`src/rtl/rx_stat_pkg.sv`:
```
package rx_stat_pkg;

  typedef struct packed {
    logic pushEn;
    logic popEn;
    logic ovfEvt;
    logic udfEvt;
    logic stClr;
  } rxStrobe_t;

  localparam int BIT_RDY   = 0;
  localparam int BIT_EMPTY = 1;
  localparam int BIT_FULL  = 2;
  localparam int BIT_CHUNK = 3;
  localparam int BIT_UDF   = 4;
  localparam int BIT_OVF   = 5;
  localparam int BIT_WP    = 28;

endpackage

```
`src/rtl/rx_stat_ctrl.sv`:
```
module rx_stat_ctrl
  import rx_stat_pkg::*;
(
  input  logic      pushValid,
  input  logic      popReq,
  input  logic      statusRd,
  input  logic      isFull,
  input  logic      isEmpty,
  output rxStrobe_t strobe
);

  always_comb begin
    strobe.popEn  = popReq & ~isEmpty;
    // a pop in the same cycle frees a slot, so a full queue still takes the push
    strobe.pushEn = pushValid & (~isFull | popReq);
    strobe.ovfEvt = pushValid & isFull & ~popReq;
    strobe.udfEvt = popReq & isEmpty;
    strobe.stClr  = statusRd;
  end

endmodule

```
`src/rtl/rx_stat_dp.sv`:
```
module rx_stat_dp
  import rx_stat_pkg::*;
#(
  parameter int DW    = 24,
  parameter int DEPTH = 16
) (
  input  logic                         clk,
  input  logic                         rstN,
  input  rxStrobe_t                    strobe,
  input  logic [DW-1:0]                pushData,
  input  logic [$clog2(DEPTH+1)-1:0]   chunkLevel,
  input  logic                         wpViolation,
  output logic                         isFull,
  output logic                         isEmpty,
  output logic [DW-1:0]                popData,
  output logic [31:0]                  statusWord
);

  localparam int CW = $clog2(DEPTH + 1);
  localparam int AW = (DEPTH > 1) ? $clog2(DEPTH) : 1;
  localparam logic [AW-1:0] LAST = AW'(DEPTH - 1);

  logic [DW-1:0] mem [DEPTH];
  logic [AW-1:0] wrPtr, rdPtr;
  logic [CW-1:0] count;
  logic          ovfFlag, udfFlag, wpFlag;

  assign isEmpty = (count == '0);
  assign isFull  = (count == CW'(DEPTH));
  assign popData = isEmpty ? '0 : mem[rdPtr];

  always_ff @(posedge clk) begin
    if (strobe.pushEn) mem[wrPtr] <= pushData;
  end

  always_ff @(posedge clk or negedge rstN) begin
    if (!rstN) begin
      wrPtr <= '0;
      rdPtr <= '0;
      count <= '0;
    end else begin
      if (strobe.pushEn) wrPtr <= (wrPtr == LAST) ? '0 : wrPtr + 1'b1;
      if (strobe.popEn)  rdPtr <= (rdPtr == LAST) ? '0 : rdPtr + 1'b1;
      case ({strobe.pushEn, strobe.popEn})
        2'b10:   count <= count + 1'b1;
        2'b01:   count <= count - 1'b1;
        default: count <= count;
      endcase
    end
  end

  // sticky events: a new event wins over the clear of the same cycle
  always_ff @(posedge clk or negedge rstN) begin
    if (!rstN) begin
      ovfFlag <= 1'b0;
      udfFlag <= 1'b0;
      wpFlag  <= 1'b0;
    end else begin
      ovfFlag <= strobe.ovfEvt | (ovfFlag & ~strobe.stClr);
      udfFlag <= strobe.udfEvt | (udfFlag & ~strobe.stClr);
      wpFlag  <= wpViolation   | (wpFlag  & ~strobe.stClr);
    end
  end

  always_comb begin
    statusWord            = '0;
    statusWord[BIT_RDY]   = ~isEmpty;
    statusWord[BIT_EMPTY] = isEmpty;
    statusWord[BIT_FULL]  = isFull;
    statusWord[BIT_CHUNK] = (count >= chunkLevel);
    statusWord[BIT_UDF]   = udfFlag;
    statusWord[BIT_OVF]   = ovfFlag;
    statusWord[BIT_WP]    = wpFlag;
  end

endmodule

```
`src/rtl/rx_capture_status.sv`:
```
module rx_capture_status
  import rx_stat_pkg::*;
#(
  parameter int DW    = 24,
  parameter int DEPTH = 16
) (
  input  logic                         clk,
  input  logic                         rstN,
  input  logic                         pushValid,
  input  logic [DW-1:0]                pushData,
  input  logic                         popReq,
  output logic [DW-1:0]                popData,
  input  logic                         statusRd,
  output logic [31:0]                  statusWord,
  input  logic [$clog2(DEPTH+1)-1:0]   chunkLevel,
  input  logic                         wpViolation,
  input  logic [31:0]                  irqEnable,
  output logic                         irq
);

  rxStrobe_t strobe;
  logic      isFull, isEmpty;

  rx_stat_ctrl u_ctrl (
    .pushValid (pushValid),
    .popReq    (popReq),
    .statusRd  (statusRd),
    .isFull    (isFull),
    .isEmpty   (isEmpty),
    .strobe    (strobe)
  );

  rx_stat_dp #(.DW(DW), .DEPTH(DEPTH)) u_dp (
    .clk         (clk),
    .rstN        (rstN),
    .strobe      (strobe),
    .pushData    (pushData),
    .chunkLevel  (chunkLevel),
    .wpViolation (wpViolation),
    .isFull      (isFull),
    .isEmpty     (isEmpty),
    .popData     (popData),
    .statusWord  (statusWord)
  );

  assign irq = |(statusWord & irqEnable);

endmodule

```
`config.mk`:
```
export PLATFORM = sky130hd
export DESIGN_NAME = rx_capture_status
export DESIGN_NICKNAME = d
export VERILOG_FILES = /design/src/rtl/rx_stat_pkg.sv /design/src/rtl/rx_stat_ctrl.sv /design/src/rtl/rx_stat_dp.sv /design/src/rtl/rx_capture_status.sv
export SDC_FILE = /design/constraint.sdc
export NUM_CORES = 1
export LEC_CHECK = 0
export BUFFER_PORTS_ARGS = -buffer_cell sky130_fd_sc_hd__buf_2
export CORE_ASPECT_RATIO = 2
export CORE_UTILIZATION = 52
export DETAILED_ROUTE_END_ITERATION = 16
export GPL_TIMING_DRIVEN = 0
export PLACE_DENSITY = 0.77
export SETUP_SLACK_MARGIN = 0.3
export SLEW_MARGIN = 20
export SYNTH_ARGS = -nofsm -noshare
export SYNTH_HDL_FRONTEND = slang
export SYNTH_SLANG_ARGS = --single-unit
```
`constraint.sdc`:
```
create_clock -name clk -period 7.4 [get_ports clk]
set_clock_uncertainty 0.05 [all_clocks]
set_input_delay 1.48 -clock clk [delete_from_list [all_inputs] [get_ports clk]]
set_output_delay 1.48 -clock clk [all_outputs]
set_load 0.03 [all_outputs]
```
Word-level counts from Yosys, hierarchy flattened
Memory sizes are Yosys's and may differ from the RTL's. Index checks and enable logic that the tools add are counted.

Magnitude comparators: 1. Add/subtract/negate cells: 4. Bitwise operators: 17. Reduce and logical (&&, ||, !) cells: 3. Eq/ne operators: 5. Mux-type cells: 6.

Operator list (number): 29-bit by 32-bit AND with 32-bit output (1); 32-bit OR reduction (1); 24-bit 2-to-1 mux (1); 5-bit one-hot mux with 2 select lines (1); 4-bit by 1-bit adder with 4-bit output, second input constant (2); 1-bit AND (8); 4-bit == test, second input constant (2); 4-bit 2-to-1 mux (2); 5-bit by 1-bit adder with 5-bit output, second input constant (1); 5-bit == test, second input constant (1); 5-bit >= comparator (1); 5-bit logical NOT (1); 5-bit by 1-bit subtractor with 5-bit output, second input constant (1); 1-bit NOT (4); 1-bit OR (4); 2-bit by 1-bit == test with 1-bit output, second input constant (1); 2-bit == test, second input constant (1); 1-bit 2-to-1 mux (2); 2-bit nonzero test (1).

Word-level logic and storage cells: 43. Memories kept: 1. Register bits: 16. Output and inout bits: 57. Bits in writable memories: 384. Input bits: 67.

Memory list: u_dp.mem (words 16, bits a word 24, read ports 1, clocked after Yosys merged registers in 0, write ports 1, line rx_stat_dp.sv:23) `logic [DW-1:0] mem [DEPTH];`.

Longest topological paths before layout
Gate-level depths: netlist (run 1).

Depth in word-level cells: 6. Gate-level depth with buffers: 13.

Modules after synthesis
A second synthesis (run 1) with hierarchy kept.

Cells, all modules: 822. Area total of the unflattened synthesis: 16340.7 um2.

Modules (own cells, without submodules): rx_stat_dp (cells each 795, area each 16143.0 um2, instances 1); rx_capture_status (cells each 21, area each 157.7 um2, instances 1); rx_stat_ctrl (cells each 6, area each 40.0 um2, instances 1).

Worst setup path after synthesis (run 1)
Ideal clock, no wire load.

Path type: input to output. From: input port chunkLevel[2]. To: output port irq. Setup slack: 2.882 ns. Arrival time: 2.988 ns. Stages: 6. Buffers on the path: 0. Cells stage by stage: inv_1 > ha_1 > a21o_1 > a21o_1 > a211o_1 > a211o_1.

Cells in the longest elaborated chain, start to end: 3.

RTL lines: from (decl) (line rx_capture_status.sv:15) `input logic [$clog2(DEPTH+1)-1:0] chunkLevel,`; 5-bit >= comparator (line rx_stat_dp.sv:70) `statusWord[BIT_CHUNK] = (count >= chunkLevel);`; via statusWord[3] (line rx_capture_status.sv:14) `output logic [31:0] statusWord,`; 29-bit by 32-bit AND with 32-bit output (line rx_capture_status.sv:46) `assign irq = |(statusWord & irqEnable);`; 32-bit OR reduction (line rx_capture_status.sv:46); to (decl) (line rx_capture_status.sv:18) `output logic irq`.

The timed path passes the listed nets, and every way through them passes these cells.

Worst setup path in the final report (run 1)
From: register u_dp.rdPtr[2]. To: output port popData[12].

Cells in the longest elaborated chain, start to end: 2.

RTL lines: from (decl) (line rx_stat_dp.sv:24) `logic [AW-1:0] wrPtr, rdPtr;`; from (signal assigned) (line rx_stat_dp.sv:43) `if (strobe.popEn) rdPtr <= (rdPtr == LAST) ? '0 : rdPtr + 1'b1;`; memory read 16 x 24 bit; 24-bit 2-to-1 mux (line rx_stat_dp.sv:30) `assign popData = isEmpty ? '0 : mem[rdPtr];`; to (decl) (line rx_capture_status.sv:12) `output logic [DW-1:0] popData,`.

No other way between the ends.

==> metrics.cfg, run 1 <==
[run_status]
run_status = finished, final reports clean

[final_layout]
layout.area.seq_um2 = 11900
fillers = 2177
fin_util_pct = 60.2
area_growth_pct = 14.5
drive_gt1_share_pct = 32.2
fin_area_um2 = 18500
multi_input_area_um2 = 3830
nets = 1012
antenna_cells = 0

[cts]
cts_buffers = 31
root_buffer = clkbuf_16
path_clk_slew_ns = 0.07
post-cts-setup-buffers = 0
cts-resized-gates = 0
insertion_delay_ns = 0.57
cts_tree = yes
cts_hold_buf = 0
clock_path_buffers = 3
cts_sinks = 400
htreeDepth = 1

[timing]
setup_violations = 0
tightest_slew_ns = 0.858
max-slew-margin-rel_pct = 42.8
drv_slew = 0
tns_ns = 0
rsz0062_at_grt = false
hold_violations = 0
max_freq_mhz = 208
post-route-period-util_pct = 65.0
period_minus_slack_ns = 4.81
layout_setup_ws_ns = 2.59

[yosys]
yosys.area.top_type = edfxtp_1
synth_cell_types = 48
ys_seq_elements = 400
synthArstFlopShare_pct = 4.00
yosysWarnings = 0
synth-edff-count = 384
synth_ff_type = edfxtp_1
postSynthAreaPerCell_um2 = 20.5
ys_top_cells_by_area = edfxtp_1 (71%), mux4_2 (13%), dfrtp_1 (2.5%)
netlist.area_leader.share_pct = 71.3
syn_inst = 790
synth_area_um2 = 16200
netlist_top_cells_count = edfxtp_1 (384), mux4_2 (96), a211oi_1 (48)
yosysMostFrequentCell = edfxtp_1
seq_area_frac_synth_pct = 73.8

[place]
dpl-instance-area_um2 = 17400
pre_cts_ws_ns = 2.87
gp_congestion = 0.789
io_buffers = 73
place_hpwl_um = 22600

[setup_path]
worst_path_max_delay_cell = clkbuf_1
cp.arrival_ns = 3.28
cpMostUsedCell = clkbuf_1
path_class = reg -> out
end_kind = output pin
crit_required_ns = 5.87
critical_path.max_fanout = 10
crit_chain = clkbuf_1 > clkbuf_1 > clkbuf_1 > a211oi_1 > a211oi_1 > buf_2
critPathLaunchType = flop
max_stage_delay_ns = 0.60

[pwr]
p_leak_nw = 6.30
finalPower_mw = 7.07
ir_drop_uv = 242
power.density_nw_per_um2 = 382

[floorplan]
die_w_um = 127
io_pins = 124
rows = 91
initial_core_util_pct = 52.6
core-area_um2 = 30700
fp.dieH_um = 251
dieArea_um2 = 31800

[min_path]
hold_class = reg -> reg

[run]
drv_cap = 0

[routing]
drc = 0
drt-vias-per-instance = 6.15
dr.first_iter.drc_count = 640
dr.pass1.iters = 5
ant_nets = 0
wl_per_cell_um = 26.5
routed_wl_um = 35100
dr_total_vias = 8149

[global_route]
grt_pass1_vias = 8700
grt_first_pass_wirelength_um = 52000
grt-ovfl-total = 0
antenna_found_initial = 1
grt_max_degree = 25
grt_usage_pct = 22.8

final cells by class:
cell class,count,share of cell area [%]
plain buffers,75,2.47
clock buffers,35,4.27
clock inverters,21,1.75
inverters,13,0.264
multi-input cells,326,20.7
flip-flops and latches,400,64.5
well taps,372,2.52
repair buffers,84,3.53
stage by stage:
step,cells,hold slack (ns)
floorplan,814,0.427
global placement,1259,0.437
detailed placement,1270,0.454
CTS,1326,0.471
global route,1326,0.481
finish,1326,0.467
critical path: cells and delay by family, from the launching register on:
family                 cells  cell delay (ns)
DFF                        1             0.37
buffers and inverters      4             1.77
AOI/OAI and AO/OA          2             0.56
state kept, by name, indices dropped and copies added, names as in the netlist:
register	cells
u_dp.ovfFlag	1
u_dp.mem	384
u_dp.wrPtr	4
u_dp.udfFlag	1
u_dp.wpFlag	1
u_dp.count	5
u_dp.rdPtr	4
cells by family after synthesis:
logic type	share of synthesized area (%)
flops	73.8
mux	15.1
buf+inv	3.14
compound gates	3.58
simple gates	2.91
fa+ha+maj	1.08
xor+xnor	0.325
other cells	0.0232
final timing paths:
check / startpoint / end / slack (ns) / cells after the start
setup reg to reg: u_dp.count[1]$_DFFE_PN0P_ / u_dp.count[4]$_DFFE_PN0P_ / 3.87 / 13
setup / recovery: u_dp.rdPtr[2]$_DFFE_PN0P_ / popData[12] / 2.59 / 6
min in group asynchronous: rstN / u_dp.count[0]$_DFFE_PN0P_ / 0.78 / 1
hold reg to reg: u_dp.wpFlag$_DFF_PN0_ / u_dp.wpFlag$_DFF_PN0_ / 0.47 / 1
max in group asynchronous: rstN / u_dp.rdPtr[3]$_DFFE_PN0P_ / 6.23 / 1
hold / removal: u_dp.wpFlag$_DFF_PN0_ / u_dp.wpFlag$_DFF_PN0_ / 0.47 / 1
per-layer routing:
metal | global-route usage, % | vias to the layer above | part of all wire, %
met4 | 12.9 | 2 | 5.1
met2 | 41.8 | 377 | 55
met1 | 25.3 | 4185 | 34
met3 | 3.02 | 112 | 5.6
li1 | - | 3473 | -
met5 | 0 | - | 0.023
power by group:
group	switching [mW]	total, mW	internal (mW)
registers	0.0839	2.79	2.70
clock network	0.766	1.82	1.05
logic	1.47	2.47	0.997
total	2.32	7.07	4.75
cells in the final DEF (no fill, tap or decap), types with 8 or more instances in the layout:
cell type,count
buf_2,87
clkbuf_1,23
dfrtp_1,16
inv_1,12
bufinv_16,8
and3_2,8
a211oi_1,48
mux4_2,96
buf_4,34
clkbuf_16,31
conb_1,25
nand2_1,9
mux2i_1,24
nor2b_1,27
edfxtp_1,384
ha_1,14
buf_16,9
Note: power is estimated with default switching activity, not from simulation.
==> inputs of run 2 (changes only) <==
==> constraint.sdc (replaced) <==
create_clock -name clk -period 4.5 [get_ports clk]
set_clock_uncertainty 0.05 [all_clocks]
set_input_delay 0.9 -clock clk [delete_from_list [all_inputs] [get_ports clk]]
set_output_delay 0.9 -clock clk [all_outputs]
set_load 0.03 [all_outputs]
==> metrics.cfg, run 2 (synthesis gave the netlist of run 1 again) <==
[setup_path]
startpoint = u_dp.rdPtr[1]$_DFFE_PN0P_
critPathLaunchType = flop
r2r_start = u_dp.count[2]$_DFFE_PN0P_
cp.arrival_ns = 3.18  ; -0.10 ns
crit_required_ns = 3.55  ; -2.32 ns
end_kind = output pin
path_class = reg -> out
critical_path.max_fanout = 10  ; unchanged

[run_status]
run_status = finished, final reports clean

[cts]
cts_buffers = 31  ; unchanged
root_buffer = clkbuf_16
cts_tree = yes
clock_path_buffers = 3  ; unchanged
insertion_delay_ns = 0.57  ; about the same
htreeDepth = 1  ; unchanged
cts_sinks = 400  ; unchanged
cts_hold_buf = 0  ; unchanged
path_clk_slew_ns = 0.09  ; +0.02 ns

[pwr]
ir_drop_uv = 398  ; +65%
p_leak_nw = 6.30  ; about the same
intPower_mw = 7.81  ; +64%
p_clk_share_pct = 25.7  ; about the same
finalPower_mw = 11.6  ; +65%
power_frac_comb_pct = 34.9  ; about the same
power.density_nw_per_um2 = 629  ; +64%
pwr-share-seq_pct = 39.4  ; about the same
p_sw_share_pct = 32.8  ; about the same
p_sw_mw = 3.82  ; +65%

[final_layout]
regMostFlops = u_dp.mem
final_common_cell = edfxtp_1
fillers = 2175  ; -0.092%
layout_common_cells = edfxtp_1 (384), mux4_2 (96), buf_2 (87)
fin_util_pct = 60.2  ; about the same
area_growth_pct = 14.5  ; about the same
antenna_cells = 0  ; unchanged
largest_reg_flops = 384  ; unchanged
reg.largest.list = u_dp.mem (384), u_dp.count (5)
drive_gt1_share_pct = 32.4  ; +0.21 points
fin_area_um2 = 18500  ; about the same
nets = 1012  ; unchanged

[global_route]
grt_most_used_layer = met2
met2_usage_pct = 41.8  ; +0.063 points
antenna_found_initial = 1  ; unchanged
met1_usage_pct = 25.3  ; unchanged
grt_usage_pct = 22.8  ; about the same
grt_max_degree = 25  ; unchanged
grt_first_pass_wirelength_um = 52000  ; about the same
grt_pass1_vias = 8696  ; -0.046%
use_met3_pct = 3.02  ; unchanged
grt-ovfl-total = 0  ; unchanged

[routing]
drt-vias-per-instance = 6.15  ; about the same
wl_per_cell_um = 26.5  ; +0.15%
drc = 0  ; unchanged
dr.pass1.iters = 5  ; unchanged
dr.first_iter.drc_count = 601  ; -6.1%
ant_nets = 0  ; unchanged
dr_total_vias = 8151  ; +0.025%
routed_wl_um = 35100  ; +0.15%

[timing]
hold_violations = 0  ; unchanged
period_minus_slack_ns = 4.13
layout_setup_ws_ns = 0.372  ; -2.22 ns
tightest_slew_ns = 0.868  ; +0.00979 ns
drv_slew = 0  ; unchanged
max_freq_mhz = 242
max-slew-margin-rel_pct = 42.1  ; -0.65 points
post-route-period-util_pct = 91.7
tns_ns = 0  ; unchanged
rsz0062_at_grt = false
setup_violations = 0  ; unchanged

[place]
place_hpwl_um = 22600  ; unchanged
gp_congestion = 0.789  ; unchanged
io_buffers = 73  ; unchanged
pre_cts_ws_ns = 0.877  ; -1.99 ns
dpl-instance-area_um2 = 17400  ; unchanged

[floorplan]
die_w_um = 127  ; unchanged
io_pins = 124  ; unchanged
fp.dieH_um = 251  ; unchanged
core-area_um2 = 30700  ; unchanged
initial_core_util_pct = 52.6  ; unchanged
dieArea_um2 = 31800  ; unchanged
rows = 91  ; unchanged

[min_path]
hold_class = in -> async

[run]
drv_cap = 0  ; unchanged

[run 2: cell types whose count changed in the layout (fill, tap and decap cells not counted)]
cell / change
clkbuf_2: +2
clkbuf_1: -2
[run 2: per-layer routing]
layer	wire length (um)	share of wire [%]	vias to the layer above
met2	19500	55	345
met3	1880	5.3	104
met4	1760	5.0	2
met1	12000	34	4227
met5	8	0.023	-
li1	-	-	3473
[run 2: worst paths after layout]
path                                              to  slack [ns]  cells after the start
min in group clk               u_dp.wpFlag$_DFF_PN0_        0.47                      1
setup / recovery                         popData[11]        0.37                      7
setup reg to reg           u_dp.count[4]$_DFFE_PN0P_        0.98                     12
hold reg to reg                u_dp.wpFlag$_DFF_PN0_        0.47                      1
hold / removal             u_dp.count[1]$_DFFE_PN0P_        0.19                      1
max in group asynchronous  u_dp.rdPtr[3]$_DFFE_PN0P_        3.91                      1
[run 2: worst max-delay path, cell delays in order (launching register included)]
cell	delay (ns)
dfrtp_1	0.39
buf_2	0.23
buf_2	0.43
buf_2	0.41
mux4_2	0.37
a211oi_1	0.47
a211oi_1	0.10
buf_2	0.22
[run 2: per-stage QoR]
stage,cells,hold WS [ns]
2_1_floorplan,814,0.427
3_3_place_gp,1259,0.437
3_5_place_dp,1270,0.454
4_1_cts,1326,0.195
5_1_grt,1326,0.208
6_report,1326,0.192
[run 2: layout make-up]
class | count | area [um2] | share of cell area [%]
multi-input combinational | 326 | 3830 | 20.7
clock buffer | 35 | 791 | 4.27
tap | 372 | 465 | 2.52
clock inverter | 21 | 324 | 1.75
inverter | 13 | 48.8 | 0.264
timing repair buffer | 84 | 653 | 3.53
sequential | 400 | 11900 | 64.5
buffer | 75 | 460 | 2.49
[run 2: timing repair]
item,in CTS,in global routing
setup buffers,0,0
endpoints found under the setup margin,3,0
resized for setup,2,0
[run 2: power groups by stage]
stage	logic [mW]	clock network [mW]	registers, mW
after global placement	3.93	0	4.64
after CTS	4.11	3.01	4.58
after global routing	4.30	3.12	4.61
final	4.06	2.99	4.58
after detailed placement	4.08	0	4.66
after floorplan	2.86	0	4.61
==> inputs of run 3 (changes only) <==
--- a/config.mk
+++ b/config.mk
@@ -7,10 +7,10 @@
 export LEC_CHECK = 0
 export BUFFER_PORTS_ARGS = -buffer_cell sky130_fd_sc_hd__buf_2
 export CORE_ASPECT_RATIO = 2
-export CORE_UTILIZATION = 52
+export CORE_UTILIZATION = 40
 export DETAILED_ROUTE_END_ITERATION = 16
 export GPL_TIMING_DRIVEN = 0
-export PLACE_DENSITY = 0.77
+export PLACE_DENSITY = 0.63
 export SETUP_SLACK_MARGIN = 0.3
 export SLEW_MARGIN = 20
 export SYNTH_ARGS = -nofsm -noshare
==> metrics.cfg, run 3 (synthesis gave the netlist of run 1 again) <==
[run_status]
run_status = finished, final reports clean

[place]
place_hpwl_um = 23600  ; +4.1%
gp_congestion = 0.761  ; -3.6%
io_buffers = 73  ; unchanged
dp.cells = 1425  ; +12%
pre_cts_ws_ns = 0.688  ; -0.188 ns

[routing]
dr.pass1.iters = 5  ; unchanged
wl_per_cell_um = 24.5  ; -7.6%
dr_wl_met2_um = 20400  ; +5.0%
met1_length_um = 13300  ; +11%
met3_wirelength_um = 1470  ; -22%
dr.first_iter.drc_count = 515  ; -14%
routed_wl_um = 36300  ; +3.3%
top_layer = met5
drc = 0  ; unchanged
drt-vias-per-instance = 5.40  ; -12%
dr_total_vias = 8015  ; -1.7%
ant_nets = 0  ; unchanged

[cts]
cts_buffers = 31  ; unchanged
root_buffer = clkbuf_16
cts_tree = yes
insertion_delay_ns = 0.58  ; about the same
cts_sinks = 400  ; unchanged
htreeDepth = 1  ; unchanged
post-cts-setup-buffers = 0  ; unchanged
path_clk_slew_ns = 0.08  ; about the same
clock_path_buffers = 3  ; unchanged

[setup_path]
crit_chain = buf_2 > buf_4 > buf_2 > mux4_2 > a211oi_1 > a211oi_1 > buf_2
critPathLaunchType = flop
worst_path_max_delay_cell = a211oi_1
max_stage_delay_ns = 0.58  ; +0.11 ns
cpMostUsedCell = buf_2
end_kind = output pin
cp.arrival_ns = 3.20  ; +0.02 ns
path_class = reg -> out
crit_required_ns = 3.55  ; about the same
critical_path.max_fanout = 10  ; unchanged

[timing]
post-route-period-util_pct = 92.2  ; +0.48 points
tightest_slew_ns = 0.791  ; -0.0770 ns
max-slew-margin-rel_pct = 47.3  ; +5.1 points
rsz0062_at_grt = false
holdWs_ns = 0.180  ; -0.0126 ns
setup_violations = 0  ; unchanged
tns_ns = 0  ; unchanged
period_minus_slack_ns = 4.15  ; +0.0216 ns
max_freq_mhz = 241  ; -0.52%
layout_setup_ws_ns = 0.350  ; -0.0216 ns
hold_violations = 0  ; unchanged
drv_slew = 0  ; unchanged

[final_layout]
layoutNonFillerInstCount = 1483  ; +12%
antenna_cells = 0  ; unchanged
regMostFlops = u_dp.mem
nets = 1014  ; +0.20%
area_growth_pct = 15.3
drive_gt1_share_pct = 33.0  ; +0.60 points
layout_common_cells = edfxtp_1 (384), mux4_2 (96), buf_2 (86)
reg.largest.list = u_dp.mem (384), u_dp.count (5)
largest_reg_flops = 384  ; unchanged
layout.area.seq_um2 = 11900  ; unchanged
final_common_cell = edfxtp_1
fillers = 3362  ; +55%
multi_input_area_um2 = 3830  ; unchanged

[floorplan]
core-area_um2 = 39700  ; +29%
rows = 103  ; +13%
fp.dieH_um = 286  ; +14%
die_w_um = 144  ; +14%
initial_core_util_pct = 40.7  ; -12 points
dieArea_um2 = 41300  ; +30%
io_pins = 124  ; unchanged

[global_route]
grt-ovfl-total = 0  ; unchanged
grt_max_degree = 25  ; unchanged
grt_first_pass_wirelength_um = 54000  ; +3.9%
grt_pass1_vias = 8623  ; -0.84%
antenna_found_initial = 1  ; unchanged
grt_usage_pct = 18.3  ; -4.5 points

[pwr]
ir_drop_uv = 298  ; -25%
p_leak_nw = 6.30  ; about the same
power.density_nw_per_um2 = 608  ; -3.3%

[min_path]
hold_class = in -> async

[run]
drv_cap = 0  ; unchanged

## run 3: repair_timing
| action | in CTS | in global routing |
|---|---|---|
| endpoints found under the setup margin | 18 | 12 |
| resized for setup | 5 | 11 |
| hold buffers | 0 | 0 |
## run 3: per-layer routing
metal | global-route usage [%] | vias up
li1 | - | 3475
met4 | 6.55 | 2
met3 | 1.77 | 64
met2 | 34.6 | 252
met5 | 0 | -
met1 | 21.0 | 4222
## run 3: final timing paths
kind / startpoint / endpoint / slack (ns) / cells past startpoint
setup / recovery: u_dp.rdPtr[1]$_DFFE_PN0P_ / popData[14] / 0.35 / 7
hold / removal: rstN / u_dp.count[3]$_DFFE_PN0P_ / 0.18 / 1
setup reg to reg: u_dp.count[2]$_DFFE_PN0P_ / u_dp.count[4]$_DFFE_PN0P_ / 1.08 / 12
hold reg to reg: u_dp.wpFlag$_DFF_PN0_ / u_dp.wpFlag$_DFF_PN0_ / 0.48 / 1
max in group asynchronous: rstN / u_dp.wrPtr[1]$_DFFE_PN0P_ / 3.93 / 1
min in group clk: wpViolation / u_dp.wpFlag$_DFF_PN0_ / 0.45 / 2
## run 3: power by group
group	total, mW	internal, mW	leakage (nW)	switching [mW]
clock	2.66	1.38	0.481	1.28
combinational	4.10	1.66	2.16	2.44
sequential	4.57	4.44	3.66	0.126
## run 3: layout make-up
cell class              count  area share [%]
plain buffers              75            2.53
clock buffers              33            4.21
clock inverters            25           0.961
inverters                  13           0.262
multi-input cells         326            20.6
flip-flops and latches    400            64.1
well taps                 525            3.53
repair buffers             86            3.88
## run 3: critical path: cells and delay by family, from the launching register on
family	cells	cell delay (ns)
mux	1	0.36
compound gates	2	0.73
flops	1	0.37
buf+inv	4	1.17
## run 3: per-stage QoR
step                instance area (um2)  total power, mW  utilization (%)
floorplan                         16300             7.47                -
global placement                  17300             8.70             43.5
detailed placement                17700             8.84             44.5
CTS                               18600             11.5             46.9
global route                      18600             11.8             46.9
finish                            18600             11.3             46.9
